**config.mk**
```make
export PLATFORM = sky130hd
export DESIGN_NAME = reso_tone_gen
export DESIGN_NICKNAME = d
export VERILOG_FILES = /design/src/rtl/tone_pkg.sv /design/src/rtl/tone_cfg_regs.sv /design/src/rtl/tone_rate_sel.sv /design/src/rtl/tone_resonator.sv /design/src/rtl/reso_tone_gen.sv
export SDC_FILE = /design/constraint.sdc
export NUM_CORES = 1
export LEC_CHECK = 0
export BUFFER_PORTS_ARGS = -buffer_cell sky130_fd_sc_hd__buf_2
export CAP_MARGIN = 20
export CORE_ASPECT_RATIO = 0.8
export CORE_UTILIZATION = 45
export CTS_CLUSTER_DIAMETER = 120
export DETAILED_ROUTE_END_ITERATION = 12
export PLACE_DENSITY = 0.62
export SYNTH_ARGS = -nofsm -noshare
export SYNTH_HDL_FRONTEND = slang
export SYNTH_SLANG_ARGS = --single-unit
```
**constraint.sdc**
```tcl
create_clock -name clk -period 17.2 [get_ports clk]
set_input_delay 3.44 -clock clk [delete_from_list [all_inputs] [get_ports clk]]
set_output_delay 3.44 -clock clk [all_outputs]
set_load 0.03 [all_outputs]
```
**src/rtl/tone_pkg.sv**
```systemverilog
package tone_pkg;

    typedef enum logic [1:0] {
        RATE_8K  = 2'd0,
        RATE_24K = 2'd1,
        RATE_1K  = 2'd2
    } rate_e;

    typedef enum logic [1:0] {
        ST_OFF   = 2'd0,
        ST_TONE  = 2'd1,
        ST_MARK  = 2'd2,
        ST_SPACE = 2'd3
    } gen_st_e;

    // configuration word addresses
    localparam int REG_CTRL       = 0;
    localparam int REG_TONE_COEF  = 1;
    localparam int REG_TONE_AMP   = 2;
    localparam int REG_MARK_COEF  = 3;
    localparam int REG_MARK_AMP   = 4;
    localparam int REG_SPACE_COEF = 5;
    localparam int REG_SPACE_AMP  = 6;
    localparam int REG_COUNT      = 7;

    // control word bits
    localparam int CTRL_KEY_BIT  = 0;
    localparam int CTRL_RING_BIT = 1;

endpackage

```
**src/rtl/tone_cfg_regs.sv**
```systemverilog
module tone_cfg_regs #(
    parameter int W    = 16,
    parameter int AW   = 3,
    parameter int NREG = 7
) (
    input  logic                     clk,
    input  logic                     rst_n,
    input  logic                     we_i,
    input  logic [AW-1:0]            addr_i,
    input  logic [W-1:0]             data_i,
    output logic [NREG-1:0][W-1:0]   regs_o
);

    generate
        for (genvar g = 0; g < NREG; g++) begin : g_word
            always_ff @(posedge clk or negedge rst_n) begin
                if (!rst_n) begin
                    regs_o[g] <= '0;
                end else if (we_i && (addr_i == AW'(g))) begin
                    regs_o[g] <= data_i;
                end
            end
        end
    endgenerate

endmodule

```
**src/rtl/tone_rate_sel.sv**
```systemverilog
module tone_rate_sel
    import tone_pkg::*;
(
    input  rate_e rate_i,
    input  logic  t8k_i,
    input  logic  t24k_i,
    input  logic  t1k_i,
    output logic  tick_o
);

    always_comb begin
        unique case (rate_i)
            RATE_8K:  tick_o = t8k_i;
            RATE_24K: tick_o = t24k_i;
            RATE_1K:  tick_o = t1k_i;
            default:  tick_o = 1'b0;
        endcase
    end

endmodule

```
**src/rtl/tone_resonator.sv**
```systemverilog
module tone_resonator #(
    parameter int W    = 16,
    parameter int FRAC = 14
) (
    input  logic signed [W-1:0] coef_i,
    input  logic signed [W-1:0] y1_i,
    input  logic signed [W-1:0] y2_i,
    output logic signed [W-1:0] y_o
);

    localparam int PW    = 2 * W;
    localparam int ACC_W = PW + 1;
    localparam logic signed [ACC_W-1:0] SAT_HI = {{(ACC_W-W+1){1'b0}}, {(W-1){1'b1}}};
    localparam logic signed [ACC_W-1:0] SAT_LO = {{(ACC_W-W+1){1'b1}}, {(W-1){1'b0}}};

    logic signed [PW-1:0]    prod;
    logic signed [PW-1:0]    scaled;
    logic signed [ACC_W-1:0] acc;

    always_comb begin
        prod   = coef_i * y1_i;
        scaled = prod >>> FRAC;
        acc    = {scaled[PW-1], scaled} - {{(ACC_W-W){y2_i[W-1]}}, y2_i};
        if (acc > SAT_HI) begin
            y_o = {1'b0, {(W-1){1'b1}}};
        end else if (acc < SAT_LO) begin
            y_o = {1'b1, {(W-1){1'b0}}};
        end else begin
            y_o = acc[W-1:0];
        end
    end

endmodule

```
**src/rtl/reso_tone_gen.sv**
```systemverilog
module reso_tone_gen
    import tone_pkg::*;
#(
    parameter int W    = 16,
    parameter int FRAC = 14,
    parameter int AW   = 3
) (
    input  logic          clk,
    input  logic          rst_n,
    input  logic          cfg_we,
    input  logic [AW-1:0] cfg_addr,
    input  logic [W-1:0]  cfg_wdata,
    input  logic          tick_8k,
    input  logic          tick_24k,
    input  logic          tick_1k,
    input  logic          gen_en,
    input  logic          fsk_we,
    input  logic          fsk_bit,
    output logic [W-1:0]  smp_out,
    output logic          smp_valid
);

    localparam int NREG = REG_COUNT;

    logic [NREG-1:0][W-1:0] cfg;
    gen_st_e                state_q, state_d;
    rate_e                  rate_q, rate_d;
    logic                   sel_tick;
    logic                   fsk_req_q;
    logic signed [W-1:0]    y1_q, y1_d, y2_q, y2_d;
    logic signed [W-1:0]    op_coef, op_y1, op_y2, y_next;
    logic [W-1:0]           out_d;
    logic                   vld_d;
    logic                   key_on, ring_on;

    tone_cfg_regs #(.W(W), .AW(AW), .NREG(NREG)) u_regs (
        .clk    (clk),
        .rst_n  (rst_n),
        .we_i   (cfg_we),
        .addr_i (cfg_addr),
        .data_i (cfg_wdata),
        .regs_o (cfg)
    );

    tone_rate_sel u_rate (
        .rate_i (rate_q),
        .t8k_i  (tick_8k),
        .t24k_i (tick_24k),
        .t1k_i  (tick_1k),
        .tick_o (sel_tick)
    );

    tone_resonator #(.W(W), .FRAC(FRAC)) u_res (
        .coef_i (op_coef),
        .y1_i   (op_y1),
        .y2_i   (op_y2),
        .y_o    (y_next)
    );

    assign key_on  = cfg[REG_CTRL][CTRL_KEY_BIT];
    assign ring_on = cfg[REG_CTRL][CTRL_RING_BIT];

    // requested keying bit, consumed at the next accepted strobe
    always_ff @(posedge clk or negedge rst_n) begin
        if (!rst_n) begin
            fsk_req_q <= 1'b1;
        end else if (fsk_we) begin
            fsk_req_q <= fsk_bit;
        end
    end

    // next-state and datapath decisions
    always_comb begin
        state_d = state_q;
        rate_d  = rate_q;
        y1_d    = y1_q;
        y2_d    = y2_q;
        out_d   = smp_out;
        vld_d   = 1'b0;
        op_coef = $signed(cfg[REG_TONE_COEF]);
        op_y1   = y1_q;
        op_y2   = y2_q;
        unique case (state_q)
            ST_OFF: begin
                out_d = '0;
                if (gen_en) begin
                    y2_d = '0;
                    if (key_on) begin
                        rate_d  = RATE_24K;
                        state_d = fsk_req_q ? ST_MARK : ST_SPACE;
                        y1_d    = fsk_req_q ? $signed(cfg[REG_MARK_AMP])
                                            : $signed(cfg[REG_SPACE_AMP]);
                    end else begin
                        rate_d  = ring_on ? RATE_1K : RATE_8K;
                        state_d = ST_TONE;
                        y1_d    = $signed(cfg[REG_TONE_AMP]);
                    end
                end
            end
            ST_TONE: begin
                op_coef = $signed(cfg[REG_TONE_COEF]);
            end
            ST_MARK: begin
                op_coef = $signed(cfg[REG_MARK_COEF]);
                if (sel_tick && !fsk_req_q) begin
                    state_d = ST_SPACE;
                    op_coef = $signed(cfg[REG_SPACE_COEF]);
                    op_y1   = $signed(cfg[REG_SPACE_AMP]);
                    op_y2   = '0;
                end
            end
            ST_SPACE: begin
                op_coef = $signed(cfg[REG_SPACE_COEF]);
                if (sel_tick && fsk_req_q) begin
                    state_d = ST_MARK;
                    op_coef = $signed(cfg[REG_MARK_COEF]);
                    op_y1   = $signed(cfg[REG_MARK_AMP]);
                    op_y2   = '0;
                end
            end
            default: state_d = ST_OFF;
        endcase

        if (state_q != ST_OFF) begin
            if (!gen_en) begin
                state_d = ST_OFF;
                y1_d    = '0;
                y2_d    = '0;
                out_d   = '0;
            end else if (sel_tick) begin
                y2_d  = op_y1;
                y1_d  = y_next;
                out_d = y_next;
                vld_d = 1'b1;
            end
        end
    end

    // state register
    always_ff @(posedge clk or negedge rst_n) begin
        if (!rst_n) begin
            state_q <= ST_OFF;
            rate_q  <= RATE_8K;
        end else begin
            state_q <= state_d;
            rate_q  <= rate_d;
        end
    end

    // resonator history and outputs
    always_ff @(posedge clk or negedge rst_n) begin
        if (!rst_n) begin
            y1_q      <= '0;
            y2_q      <= '0;
            smp_out   <= '0;
            smp_valid <= 1'b0;
        end else begin
            y1_q      <= y1_d;
            y2_q      <= y2_d;
            smp_out   <= out_d;
            smp_valid <= vld_d;
        end
    end

    a_r6_off_zero: assert property (@(posedge clk) disable iff (!rst_n)
        !gen_en |=> (smp_out == '0 && !smp_valid));

    a_r3_valid_needs_tick: assert property (@(posedge clk) disable iff (!rst_n)
        !sel_tick |=> !smp_valid);

    a_r13_hold: assert property (@(posedge clk) disable iff (!rst_n)
        (gen_en && !sel_tick) |=> $stable(smp_out));

    a_r9_key_rate: assert property (@(posedge clk) disable iff (!rst_n)
        ((state_q == ST_MARK || state_q == ST_SPACE) && sel_tick) |-> tick_24k);

    a_r11_mark_kept: assert property (@(posedge clk) disable iff (!rst_n)
        (state_q == ST_MARK && fsk_req_q && gen_en) |=> (state_q == ST_MARK));

    a_r7_tone_rate: assert property (@(posedge clk) disable iff (!rst_n)
        (state_q == ST_TONE && rate_q == RATE_8K && sel_tick) |-> tick_8k);

endmodule

```
==> reports/metrics.yaml <==
crit_fanout: 37
cts_tree: "done"
firstDrtPassIters: 5
groute.usage.overall_pct: 28.4
synth_edf_count: 0
cts_setup_buffers: 0
viasPerCell: 5.73
slew_viol_final: 0
die_w_um: 226
critPathLaunch: "tick_1k"
slowest_delay_ps: 740
fmax_ghz: 0.0662
dp_hpwl_mm: 43.5
hp-class: "reg2reg"
min_from: "u_regs.regs_o[45]$_DFFE_PN0P_"
crit_slowest_cell: "mux2_2"
htreeDepth: 4
gr-total-overflow: 0
synthToLayoutAreaGrowth_pct: 8.38
vias: 14475
place_area_um2: 19000
nets: 2363
clock_path_buffers: 2
period_needed_ps: 15110
synthesis.nets: 2342
drv_cap: 0
synthCells: 1954
path_clk_slew_ps: 70
ys.flop_type: "dfrtp_1"
finalSetupViolCount: 0
port_buffers: 44
synth_area_um2: 18100
startpoint_type: "input pin"
cts-root-buf: "clkbuf_16"
hold_violations: 0
dieArea_um2: 41100
grt_max_degree: 82
avgSynthCellArea_um2: 9.28
grt_pass1_vias: 14541
place.gp.congestion: 0.952
worstPathArrival_ps: 15440
finalInstanceArea_um2: 19700
wirelength_mm: 55.5
grt_pass1_wl_mm: 87.8
ys_ff_latch: 152
end_kind: "register"
route.detailed.drc: 0
rsz0062_at_grt: "false"
clock_latency_ps: 440
rr_startpoint: "fsk_req_q$_DFFE_PN1P_"
core-area_um2: 39600
clock-sinks: 152
grt_antenna_before_repair: 1
async_flop_share_pct: 100
crit_type: "in2reg"
clock_skew_ps: 9.90
cts_hold_buf: 0
relSlewSlack_pct: 22.7
dp_slack_ps: 1830
status: "finished clean"
antenna_left: 0
crit_top_cell: "fa_1"
fin_crit_sh_pct: 87.9
rows: 65
start_util_pct: 45.8
tns_ps: 0
cts_buffers: 17
cp.required_ps: 17530
fp.dieH_um: 182
yosys_warnings: 0
routedWlPerCell_um: 22.0
drive_gt1_share_pct: 11.4
antenna_cells: 0
worst_pin_slew_ps: 1160
setup_ws_ps: 2090
ys_seq_area_share_pct: 21.0
synth.distinct_cells: 77
cts_resized: 0
io-pin-count: 45
drtIter0Drc: 1364
state kept, by name, summed over array words and instances (netlist names):
register,flops
u_regs.regs_o,98
smp_out,16
fsk_req_q,1
state_q,2
rate_q,2
y1_q,16
smp_valid,1
y2_q,16
area by class of cell:
type | count | area (um2)
Clock buffer | 17 | 425
Timing Repair Buffer | 78 | 509
Inverter | 322 | 1210
Sequential cell | 152 | 3810
Multi-Input combinational cell | 1404 | 12800
Tap cell | 536 | 671
Fill cell | 3782 | 20000
Clock inverter | 15 | 191
layout by cell type (no fill, tap or decap), types with 13 or more instances in the layout:
cell / count
o21ai_0: 58
buf_2: 43
clkbuf_16: 17
dfrtp_1: 150
xnor2_1: 26
mux2_2: 99
a21o_1: 41
nor3_1: 25
fa_1: 262
nand3_1: 13
o22ai_1: 44
a21oi_1: 96
nor2_1: 196
buf_4: 32
ha_1: 98
nand2b_1: 19
mux2i_1: 27
a31oi_1: 14
nand2_1: 209
inv_1: 321
worst paths after layout:
check,cells past startpoint,slack [ps],end
worst min register to register,1,500,u_regs.regs_o[45]$_DFFE_PN0P_
worst min-delay path,1,500,u_regs.regs_o[45]$_DFFE_PN0P_
max in group asynchronous,3,13080,u_regs.regs_o[53]$_DFFE_PN0P_
worst max register to register,33,4200,y1_q[7]$_DFF_PN0_
worst max-delay path,35,2090,y1_q[7]$_DFF_PN0_
min in group asynchronous,1,3010,smp_out[7]$_DFF_PN0_
synthesized netlist by cell type (13+ instances only):
cell type | number | share of area [%]
o21ai_0 | 58 | 1.6
mux2_2 | 99 | 6.1
nor2_1 | 196 | 4.1
nand2_1 | 209 | 4.3
nor3_1 | 26 | 0.72
nand2b_1 | 19 | 0.66
mux2i_1 | 28 | 1.5
xnor2_1 | 26 | 1.3
inv_1 | 321 | 6.6
a21o_1 | 41 | 1.7
a21oi_1 | 96 | 2.6
ha_1 | 98 | 6.8
dfrtp_1 | 151 | 21
o22ai_1 | 44 | 1.5
fa_1 | 262 | 29
clkbuf_1 | 63 | 1.3
a31oi_1 | 14 | 0.48
nand3_1 | 13 | 0.36
per-layer routing:
metal  share of wire [%]  global-route usage (%)  up-vias
li1                    -                       -     6448
met1                  47                    44.1     7422
met2                  43                    41.2      548
met3                 8.0                    5.02       57
met4                 1.6                    5.49        0
met5                   0                       0        -
cell families (layout without fill, tap and decap cells):
| kind of cell | count (synthesis) | after routing | synth area share [%] |
|---|---|---|---|
| xor gates and xnor gates | 37 | 37 | 1.79 |
| AOI/OAI and AO/OA | 356 | 356 | 13.0 |
| buffers and inverters | 398 | 432 | 8.32 |
| muxes | 128 | 128 | 7.78 |
| and+or+nand+nor | 523 | 523 | 12.4 |
| DFF | 152 | 152 | 21.0 |
| adders and majority gates | 360 | 360 | 35.7 |
worst max-delay path, delay by kind of cell:
kind | cells | cell delay, ps
AO/OA/AOI/OAI | 14 | 4500
XOR/XNOR | 2 | 470
AND/OR/NAND/NOR | 6 | 2040
multiplexers | 1 | 740
adder cells (fa/ha/maj) | 8 | 3630
buffers and inverters | 4 | 620
metrics by stage:
step | cells | utilization (%) | hold slack, ps
after CTS | 2521 | 49.5 | 507
after detailed placement | 2489 | 48.0 | 493
after floorplan | 1954 | - | 472
after global routing | 2524 | 49.6 | 525
final | 2524 | 49.6 | 504
after global placement | 2488 | 47.9 | 484
Power is left out: the tool's default activity adds up to more than one toggle a clock period on the data nets, which glitch-free logic cannot reach.
